### config.mk
export PLATFORM = sky130hd
export DESIGN_NAME = sleep_wdt_ctrl
export DESIGN_NICKNAME = d
export VERILOG_FILES = /design/src/rtl/sleepctl_pkg.sv /design/src/rtl/sc_phase_seq.sv /design/src/rtl/sc_wdt.sv /design/src/rtl/sc_status.sv /design/src/rtl/sleep_wdt_ctrl.sv
export SDC_FILE = /design/constraint.sdc
export NUM_CORES = 1
export LEC_CHECK = 0
export ABC_CLOCK_PERIOD_IN_PS = 3600
export CAP_MARGIN = 15
export CORE_MARGIN = 2
export CORE_UTILIZATION = 30
export DETAILED_ROUTE_END_ITERATION = 10
export GPL_ROUTABILITY_DRIVEN = 0
export HOLD_SLACK_MARGIN = 0.02
export SYNTH_ARGS = -nofsm -noshare
export SYNTH_HDL_FRONTEND = slang
export SYNTH_SLANG_ARGS = --single-unit
### constraint.sdc
create_clock -name clk -period 3.6 [get_ports clk]
set_clock_uncertainty 0.15 [all_clocks]
set_input_delay 0.9 -clock clk [delete_from_list [all_inputs] [get_ports clk]]
set_output_delay 0.9 -clock clk [all_outputs]
set_load 0.03 [all_outputs]
### src/rtl/sleepctl_pkg.sv
package sleepctl_pkg;
  localparam logic [1:0] PH_Q1 = 2'd0;
  localparam logic [1:0] PH_Q2 = 2'd1;
  localparam logic [1:0] PH_Q3 = 2'd2;
  localparam logic [1:0] PH_Q4 = 2'd3;

  // True when the word is the power-down command.
  function automatic logic is_sleep_word(input logic [15:0] w);
    return w == 16'h0003;
  endfunction

  // Phase after one strobe: Q4 wraps to Q1.
  function automatic logic [1:0] phase_after(input logic [1:0] p);
    return p + 2'd1;
  endfunction
endpackage

### src/rtl/sc_phase_seq.sv
module sc_phase_seq
  import sleepctl_pkg::*;
#(
  parameter int INSTR_W = 16
) (
  input  logic               clk,
  input  logic               rst_n,
  input  logic               run,
  input  logic               q_stb,
  input  logic [INSTR_W-1:0] instr_word,
  output logic [1:0]         phase,
  output logic               sleep_exec,
  output logic               sleep_enter
);
  logic advance;
  logic pend;

  assign advance     = q_stb & run;
  assign sleep_exec  = advance & pend & (phase == PH_Q3);
  assign sleep_enter = advance & pend & (phase == PH_Q4);

  always_ff @(posedge clk or negedge rst_n) begin
    if (!rst_n) begin
      phase <= PH_Q1;
      pend  <= 1'b0;
    end else if (advance) begin
      phase <= phase_after(phase);
      if (phase == PH_Q1)
        pend <= is_sleep_word(16'(instr_word));
      else if (phase == PH_Q4)
        pend <= 1'b0;
    end
  end

  // the phase is frozen while the core clock is gated
  p_hold_asleep_r6: assert property (@(posedge clk) disable iff (!rst_n)
    !run |=> $stable(phase));
  // the core is gated only from Q4, so the next instruction starts at Q1
  p_enter_to_q1_r4: assert property (@(posedge clk) disable iff (!rst_n)
    sleep_enter |=> phase == PH_Q1);
endmodule

### src/rtl/sc_wdt.sv
module sc_wdt #(
  parameter int CNT_W  = 8,
  parameter int POST_W = 2
) (
  input  logic              clk,
  input  logic              rst_n,
  input  logic              clr,
  output logic [CNT_W-1:0]  count,
  output logic [POST_W-1:0] post,
  output logic              to_evt
);
  localparam logic [CNT_W-1:0]  CNT_MAX  = '1;
  localparam logic [POST_W-1:0] POST_MAX = '1;

  logic cnt_wrap;

  assign cnt_wrap = (count == CNT_MAX);
  assign to_evt   = cnt_wrap & (post == POST_MAX) & ~clr;

  always_ff @(posedge clk or negedge rst_n) begin
    if (!rst_n) begin
      count <= '0;
      post  <= '0;
    end else if (clr) begin
      count <= '0;
      post  <= '0;
    end else begin
      count <= count + 1'b1;
      if (cnt_wrap) post <= post + 1'b1;
    end
  end

  // a clear leaves both counters at zero
  p_clr_zero_r2: assert property (@(posedge clk) disable iff (!rst_n)
    clr |=> (count == '0) && (post == '0));
  // the time-out is a single-cycle pulse and the counters restart
  p_timeout_pulse_r7: assert property (@(posedge clk) disable iff (!rst_n)
    to_evt |=> !to_evt && (count == '0) && (post == '0));
  // without a clear the base counter always steps by one
  p_count_step_r7: assert property (@(posedge clk) disable iff (!rst_n)
    !clr |=> count == $past(count) + 1'b1);
endmodule

### src/rtl/sc_status.sv
module sc_status (
  input  logic clk,
  input  logic rst_n,
  input  logic sleep_exec,
  input  logic sleep_enter,
  input  logic to_evt,
  input  logic wake_req,
  output logic clk_en,
  output logic to_flag,
  output logic pd_flag,
  output logic wdt_reset
);
  logic wake_by_wdt;
  logic wake_by_ext;

  assign wake_by_wdt = to_evt & ~clk_en;
  assign wake_by_ext = wake_req & ~to_evt & ~clk_en;
  assign wdt_reset   = to_evt & clk_en;

  always_ff @(posedge clk or negedge rst_n) begin
    if (!rst_n) begin
      clk_en  <= 1'b1;
      to_flag <= 1'b1;
      pd_flag <= 1'b1;
    end else begin
      if (sleep_enter)
        clk_en <= 1'b0;
      else if (wake_by_wdt || wake_by_ext)
        clk_en <= 1'b1;

      if (sleep_exec)
        to_flag <= 1'b1;
      else if (to_evt)
        to_flag <= 1'b0;

      if (sleep_exec)
        pd_flag <= 1'b0;
    end
  end

  // the sleep execute phase sets TO and clears PD
  p_sleep_flags_r3: assert property (@(posedge clk) disable iff (!rst_n)
    sleep_exec |=> to_flag && !pd_flag);
  // entering sleep gates the core clock
  p_gate_r4: assert property (@(posedge clk) disable iff (!rst_n)
    sleep_enter |=> !clk_en);
  // a watchdog wake-up restarts the core with TO cleared
  p_wdt_wake_r8: assert property (@(posedge clk) disable iff (!rst_n)
    wake_by_wdt |=> clk_en && !to_flag && $stable(pd_flag));
  // an external wake-up keeps both flags
  p_ext_wake_r9: assert property (@(posedge clk) disable iff (!rst_n)
    wake_by_ext |=> clk_en && $stable(to_flag) && $stable(pd_flag));
  // a time-out while running clears TO and keeps PD and the clock
  p_awake_to_r10: assert property (@(posedge clk) disable iff (!rst_n)
    wdt_reset |=> clk_en && !to_flag && $stable(pd_flag));
  // a wake request while running changes nothing
  p_wake_awake_r11: assert property (@(posedge clk) disable iff (!rst_n)
    (wake_req && clk_en && !sleep_enter && !sleep_exec && !to_evt)
      |=> clk_en && $stable(to_flag) && $stable(pd_flag));
endmodule

### src/rtl/sleep_wdt_ctrl.sv
module sleep_wdt_ctrl #(
  parameter int INSTR_W = 16,
  parameter int CNT_W   = 8,
  parameter int POST_W  = 2
) (
  input  logic               clk,
  input  logic               rst_n,
  input  logic [INSTR_W-1:0] instr_word,
  input  logic               q_stb,
  input  logic               wake_req,
  output logic               core_clk_en,
  output logic               to_flag,
  output logic               pd_flag,
  output logic               wdt_clr,
  output logic               wdt_timeout,
  output logic               wdt_reset,
  output logic [CNT_W-1:0]   wdt_count,
  output logic [POST_W-1:0]  wdt_post,
  output logic [1:0]         q_phase
);
  logic sleep_exec;
  logic sleep_enter;
  logic to_evt;

  sc_phase_seq #(.INSTR_W(INSTR_W)) u_phase (
    .clk         (clk),
    .rst_n       (rst_n),
    .run         (core_clk_en),
    .q_stb       (q_stb),
    .instr_word  (instr_word),
    .phase       (q_phase),
    .sleep_exec  (sleep_exec),
    .sleep_enter (sleep_enter)
  );

  sc_wdt #(.CNT_W(CNT_W), .POST_W(POST_W)) u_wdt (
    .clk    (clk),
    .rst_n  (rst_n),
    .clr    (sleep_exec),
    .count  (wdt_count),
    .post   (wdt_post),
    .to_evt (to_evt)
  );

  sc_status u_status (
    .clk         (clk),
    .rst_n       (rst_n),
    .sleep_exec  (sleep_exec),
    .sleep_enter (sleep_enter),
    .to_evt      (to_evt),
    .wake_req    (wake_req),
    .clk_en      (core_clk_en),
    .to_flag     (to_flag),
    .pd_flag     (pd_flag),
    .wdt_reset   (wdt_reset)
  );

  assign wdt_clr     = sleep_exec;
  assign wdt_timeout = to_evt;

  // a clear in the time-out cycle suppresses the pulse
  p_clr_wins_r12: assert property (@(posedge clk) disable iff (!rst_n)
    wdt_clr |-> !wdt_timeout && !wdt_reset);
endmodule

After elaboration in Yosys (flattened, before gate mapping)
Cells that the tools add are included.

Mux-type cells: 9. Add/subtract/negate cells: 3. Reduce and logical (&&, ||, !) cells: 7. Eq/ne operators: 5. Bitwise gates (word level): 13.

Operators by type and width (count): $eq A16 B2 Y1 const B (1); $and A1 B1 Y1 (10); $add A8 B1 Y8 const B (1); $eq A8 B8 Y1 const B (1); $mux W8 (1); $reduce_bool A2 Y1 (4); $eq A2 B2 Y1 const B (3); $mux W1 (6); $add A2 B1 Y2 const B (2); $mux W2 (2); $not A1 Y1 (3); $logic_not A2 Y1 (1); $reduce_and A2 Y1 (1); $logic_or A1 B1 Y1 (1).

Bits in registers: 16. Output and inout port bits: 18. Logic and storage cells: 44.

Logic depth before layout (Yosys ltp)
Gate-level depths: netlist of the first run.

Word-level depth: 11. Depth in mapped cells: 6. Gate-level depth less buffers: 5.

Cells and area by module
From an unflattened synthesis of the first run, not the netlist that was laid out.

Cells, all modules: 77. Area, all modules: 814.5 um^2.

Modules (own cells, without submodules): sc_wdt (instances 1, cells each 46, area an instance 476.7 um^2); sc_phase_seq (instances 1, cells each 22, area an instance 225.2 um^2); sc_status (instances 1, cells each 9, area an instance 112.6 um^2).

Worst setup path before layout of the first run
Ideal clock, no wire load.

Path type: flip-flop to output port. From: register u_wdt.count[0]. To: output port wdt_reset. Path buffers: 0. Arrival: 1.927 ns. Cell stages (with the launch flop): 5. Required time: 2.550 ns. Path slack: 0.623 ns. Cells stage by stage: dfrtp_1 ha_1 and4_1 nand3_1 nor3b_1.

Cells in the longest elaborated chain, start to end: 4.

Ends and longest elaborated chain: start: declaration (line sc_wdt.sv:8) `output logic [CNT_W-1:0] count,`; start signal: assignment (line sc_wdt.sv:28) `count <= count + 1'b1;`; $eq A8 B8 Y1 (line sc_wdt.sv:17) `assign cnt_wrap = (count == CNT_MAX);`; $and A1 B1 Y1 (2 in a row) (line sc_wdt.sv:18) `assign to_evt = cnt_wrap & (post == POST_MAX) & ~clr;`; $and A1 B1 Y1 (line sc_status.sv:18) `assign wdt_reset = to_evt & clk_en;`; end: declaration (line sleep_wdt_ctrl.sv:16) `output logic wdt_reset,`.

Every way passes these cells.

Worst setup path after layout of the first run
From: input port q_stb. To: output port wdt_timeout.

Cells in the longest elaborated chain, start to end: 5.

Ends and longest elaborated chain: start: declaration (line sleep_wdt_ctrl.sv:9) `input logic q_stb,`; $and A1 B1 Y1 (line sc_phase_seq.sv:18) `assign advance = q_stb & run;`; $and A1 B1 Y1 (2 in a row) (line sc_phase_seq.sv:19) `assign sleep_exec = advance & pend & (phase == PH_Q3);`; $not A1 Y1 (line sc_wdt.sv:18); $and A1 B1 Y1 (line sc_wdt.sv:18); end: declaration (line sleep_wdt_ctrl.sv:15) `output logic wdt_timeout,`.

Every way passes these cells.

==> results.yml, run 1 <==
floorplan:
  core_area_mm2: 0.00252
  die_y_um: 56.0
  row_count: 18
  start_util_pct: 32.1
  dieWidth_um: 56.0
  boundaryPins: 38
  die-area_mm2: 0.00313
critical_path:
  crit_family: "buffers and inverters"
  required_ns: 2.55
  crit_path_max_incr_delay_ns: 0.68
  r2r_start: "u_wdt.count[0]"
  worst-path-stages: 5
  cpMostUsedCell: "clkdlybuf4s50_1"
  r2r_cells: 4
  critPathBufInv: 3
  crit_start: "q_stb"
  crit_path_end: "wdt_timeout"
  r2r_slack_ns: 1.94
  startpoint_type: "input port"
  crit_chain: "clkdlybuf4s50_1, nand4_1, inv_1, nor2_1, clkdlybuf4s50_1"
  endpoint_kind: "output pin"
  worstPathArrival_ns: 2.33
  cp_max_fo: 3
  r2r_end: "u_wdt.post[0]"
  slowest_stage: "clkdlybuf4s50_1"
  crit_type: "input port to output pin"
clock_network:
  hold_buffers: 0
  cts_root_buf: "clkbuf_4"
  cts_setup_buffers: 0
  clk_pin_slew_worst_paths_ns: 0.10
  cts-resized-gates: 0
  cts_tree: "built"
  clock_latency_ns: 0.28
  h-tree-depth: 1
  cts.path.max_buffers: 2
  numCtsBuffers: 3
  clock_sinks: 16
cells_and_area:
  drive_above_1_share_pct: 14.3
  multi_input_area_um2: 392
  nNetsFinal: 145
  final_cell_mix: "35 x clkdlybuf4s50_1, 13 x dfrtp_1, 6 x a21oi_1, 6 x nand3_1, 6 x nor2_1"
  seq_area_um2: 404
  n_fill_cell: 235
  antenna-diode-count: 0
  final_area_mm2: 0.00125
  layout_commonest_cell: "clkdlybuf4s50_1"
  area_delta_synth_final_pct: 54.6
drt:
  first_iter_violations: 3
  viasPerCell: 4.98
  num_vias: 742
  routed_wl_um: 1800
  postRouteAntennaNets: 0
  wl_per_cell_um: 12.1
  route.detailed.drc: 0
  drtPass1Iterations: 4
yosys:
  synthCells: 78
  syn_area_um2: 811
  synth.yosys.seq_area_share_pct: 49.8
  synth_cell_types: 27
  synth_nets: 103
  yosys_register_bits: 16
  yosysWarnings: 0
  syn_avg_cell_area_um2: 10.4
global_route:
  grt_use_total_pct: 12.3
  grt_pass1_vias: 710
  grt_pass1_wl_um: 3060
  grt_antenna_before_repair: 0
  grt_max_degree: 17
  grt.overflow.total: 0
timing:
  maxSlewHeadroom_pct: 51.3
  worst_pin_slew_ns: 0.729
  tns_ns: 0
  slew_violations: 0
  period_minus_slack_ns: 3.38
  setup_ws_ns: 0.222
  period_share_pct: 93.8
  setup_viol: 0
  rsz0062_at_grt: "no"
  hold_violations: 0
  fmax_mhz: 296
power:
  worst_ir_drop_vdd_mv: 0.196
  leakagePower_nw: 0.511
  power_density_mw_per_mm2: 371
placement:
  dp_hpwl_um: 1470
  io_buffer_count: 37
  dp_slack_ns: 0.227
  detailed_place.area_mm2: 0.00122
hold_path:
  whs_path_depth: 1
  worstHoldPathType: "register to register"
outcome:
  status: "complete, no violations"
flow_run:
  drv_cap: 0
==> flip-flops by register name (all words and copies together), names as in the netlist <==
register          cells
u_status.to_flag      1
u_status.pd_flag      1
u_status.clk_en       1
u_wdt.count           8
u_phase.phase         2
u_phase.pend          1
u_wdt.post            2
==> worst min path at each step <==
| stage | startpoint | end |
|---|---|---|
| global placement | u_status.pd_flag | u_status.pd_flag |
| CTS | u_status.pd_flag | u_status.pd_flag |
| floorplan | u_phase.pend | u_phase.pend |
| finish | u_status.pd_flag | u_status.pd_flag |
| detailed placement | u_status.pd_flag | u_status.pd_flag |
| global route | u_status.pd_flag | u_status.pd_flag |
==> final cells by class <==
class                      count  area share [%]
inverter                       3           0.898
clock buffer                   4            2.89
timing repair buffer          38            29.7
multi-input combinational     58            31.2
tap                           30            2.99
sequential                    16            32.2
==> cells in the mapped netlist <==
cell / instances / area share, %
a21o_1: 1 / 0.93
a21oi_1: 6 / 3.7
and2_1: 2 / 1.5
and3_2: 1 / 0.93
and4_1: 2 / 2.2
clkbuf_1: 1 / 0.46
dfrtp_1: 13 / 40
dfstp_2: 3 / 9.7
ha_1: 5 / 7.7
inv_1: 3 / 1.4
mux2_2: 1 / 1.4
nand2_1: 4 / 1.9
nand3_1: 6 / 3.7
nand3_4: 1 / 2.2
nand4_1: 2 / 1.5
nor2_1: 6 / 2.8
nor3_1: 1 / 0.62
nor3b_1: 1 / 0.93
nor4_1: 2 / 1.5
nor4b_1: 1 / 1.1
o21ai_0: 5 / 3.1
o31ai_1: 2 / 1.9
or2_2: 1 / 0.77
or3_2: 3 / 2.8
or4_1: 1 / 0.93
xnor2_1: 2 / 2.2
xor2_1: 2 / 2.2
==> cell families after synthesis <==
group | share of synthesized area (%)
AND/OR/NAND/NOR | 25.3
flip-flops | 49.8
AO/OA/AOI/OAI | 9.57
adder cells (fa/ha/maj) | 7.72
XOR/XNOR | 4.32
buffers and inverters | 1.85
multiplexers | 1.39
==> metal layers <==
| metal | vias to the layer above | part of all wire, % | track usage [%] |
|---|---|---|---|
| li1 | 365 | - | - |
| met1 | 343 | 42 | 14.9 |
| met2 | 32 | 50 | 20.7 |
| met3 | 2 | 7.7 | 3.72 |
| met4 | 0 | 0.67 | 4.08 |
| met5 | - | 0 | 0 |
==> power breakdown <==
part / switching (mW) / internal [mW] / total (mW)
Combinational: 0.0649 / 0.0697 / 0.135
Sequential: 0.0186 / 0.194 / 0.212
Clock: 0.0567 / 0.0615 / 0.118
Total: 0.140 / 0.325 / 0.465
==> through the flow <==
| step | util, % | cells | hold slack [ns] | power [mW] |
|---|---|---|---|---|
| 2_1_floorplan | - | 78 | 0.340 | 0.285 |
| 3_3_place_gp | 48.3 | 145 | 0.344 | 0.351 |
| 3_5_place_dp | 48.3 | 145 | 0.347 | 0.354 |
| 4_1_cts | 49.7 | 149 | 0.364 | 0.474 |
| 5_1_grt | 49.7 | 149 | 0.377 | 0.498 |
| 6_report | 49.7 | 149 | 0.357 | 0.465 |
(Power assumes the default switching activity.)
==> run 2: changes to the inputs <==
SETUP_SLACK_MARGIN = 0.2   (was unset)
==> run 2 against run 1 <==
  * Non-clock buffer count unchanged
  * Final cell count unchanged
  * Sequential cell count unchanged
  * Final area up 0.20%
  * Sequential power hardly changed
  * Fmax up 7.6%
  * Global-route usage stayed put
==> results.yml, run 2 (synthesis results as in run 1) <==
drt:
  wl_per_cell_um: 12.1
  first_iter_violations: 3
  drtPass1Iterations: 4
  viasPerCell: 4.98
  postRouteAntennaNets: 0
  routed_wl_um: 1810
  route.detailed.drc: 0
  num_vias: 742
floorplan:
  dieWidth_um: 56.0
  core_area_mm2: 0.00252
  die_y_um: 56.0
  row_count: 18
  boundaryPins: 38
  start_util_pct: 32.1
  die-area_mm2: 0.00313
global_route:
  use_met3_pct: 3.72
  grt_pass1_vias: 710
  grt.overflow.total: 0
  grt_use_total_pct: 12.3
  grt_pass1_wl_um: 3060
  grt_antenna_before_repair: 0
  met2_usage_pct: 20.7
  use_met1_pct: 14.9
  grt_busiest_layer: "met2"
  grt_max_degree: 17
timing:
  tns_ns: 0
  slew_violations: 0
  hold_violations: 0
  period_share_pct: 87.2
  setup_ws_ns: 0.461
  setup_viol: 0
  rsz0062_at_grt: "no"
  fmax_mhz: 319
  worst_pin_slew_ns: 0.729
  period_minus_slack_ns: 3.14
  holdWs_ns: 0.357
  maxSlewHeadroom_pct: 51.3
flow_run:
  drv_cap: 0
cells_and_area:
  largest_reg_flops: 8
  reg_top3: "u_wdt.count (8), u_phase.phase (2), u_wdt.post (2)"
  top_register: "u_wdt.count"
  nNetsFinal: 145
  antenna-diode-count: 0
  final_cell_mix: "34 x clkdlybuf4s50_1, 13 x dfrtp_1, 6 x a21oi_1, 6 x nand3_1, 6 x nor2_1"
  drive_above_1_share_pct: 14.3
  area_delta_synth_final_pct: 54.9
  layout_commonest_cell: "clkdlybuf4s50_1"
critical_path:
  worstPathArrival_ns: 2.09
  cp_max_fo: 12
  startpoint_type: "input port"
  crit_type: "input port to output pin"
  required_ns: 2.55
  endpoint_kind: "output pin"
hold_path:
  worstHoldPathType: "register to register"
clock_network:
  cts.path.max_buffers: 2
  clock_latency_ns: 0.28
  clk_pin_slew_worst_paths_ns: 0.10
  cts_tree: "built"
  h-tree-depth: 1
  numCtsBuffers: 3
  clock_sinks: 16
  cts_root_buf: "clkbuf_4"
power:
  power_density_mw_per_mm2: 370
  leakagePower_nw: 0.530
  worst_ir_drop_vdd_mv: 0.196
placement:
  io_buffer_count: 37
  dp_hpwl_um: 1470
  dp_slack_ns: 0.227
outcome:
  status: "complete, no violations"
run 2: cell types whose count changed in the layout (fill, tap and decap cells not counted):
cell and change:
clkdlybuf4s50_1 -1, dlymetal6s2s_1 +1
run 2: path summary, 6_finish.rpt:
kind | cells past startpoint | slack (ns) | start | to
max | 6 | 0.46 | q_stb | wdt_reset
min | 1 | 0.36 | u_status.pd_flag | u_status.pd_flag
max reg2reg | 4 | 1.94 | u_wdt.count[0] | u_wdt.post[0]
min reg2reg | 1 | 0.36 | u_status.pd_flag | u_status.pd_flag
max in group asynchronous | 1 | 1.95 | rst_n | u_phase.pend
min in group asynchronous | 1 | 0.89 | rst_n | u_wdt.count[4]
run 2: cell type report:
class                      instances  area [um^2]
sequential                        16          404
inverter                           3         11.3
clock buffer                       4         36.3
multi-input combinational         58          392
fill                             234         1270
timing repair buffer              38          375
tap                               30         37.5
run 2: power by group:
part	internal (mW)	switching [mW]
logic	0.0697	0.0649
registers	0.194	0.0186
clock network	0.0615	0.0567
run 2: per-stage QoR:
stage	instances	power (mW)	utilization (%)	cell area, um^2
global placement	145	0.351	48.3	1220
global route	149	0.498	49.8	1260
CTS	149	0.474	49.7	1250
floorplan	78	0.285	-	811
finish	149	0.465	49.8	1260
detailed placement	145	0.354	48.3	1220
run 2: critical path: stages:
cell             delay [ns]
clkdlybuf4s50_1        0.43
nand4_1                0.13
inv_1                  0.06
buf_4                  0.17
nor3b_1                0.20
buf_4                  0.19
run 2: metal layers:
layer  share of wire [%]  up-vias
met5                   0        -
met1                  42      343
li1                    -      365
met4                0.66        0
met2                  50       32
met3                 7.8        2
run 2: what timing repair did:
action | 4_1_cts | 5_1_grt
resized for setup | 0 | 1
setup endpoints to repair | 0 | 1
hold endpoints to repair | 0 | 0
buffers inserted | 0 | 0
hold buffers | 0 | 0
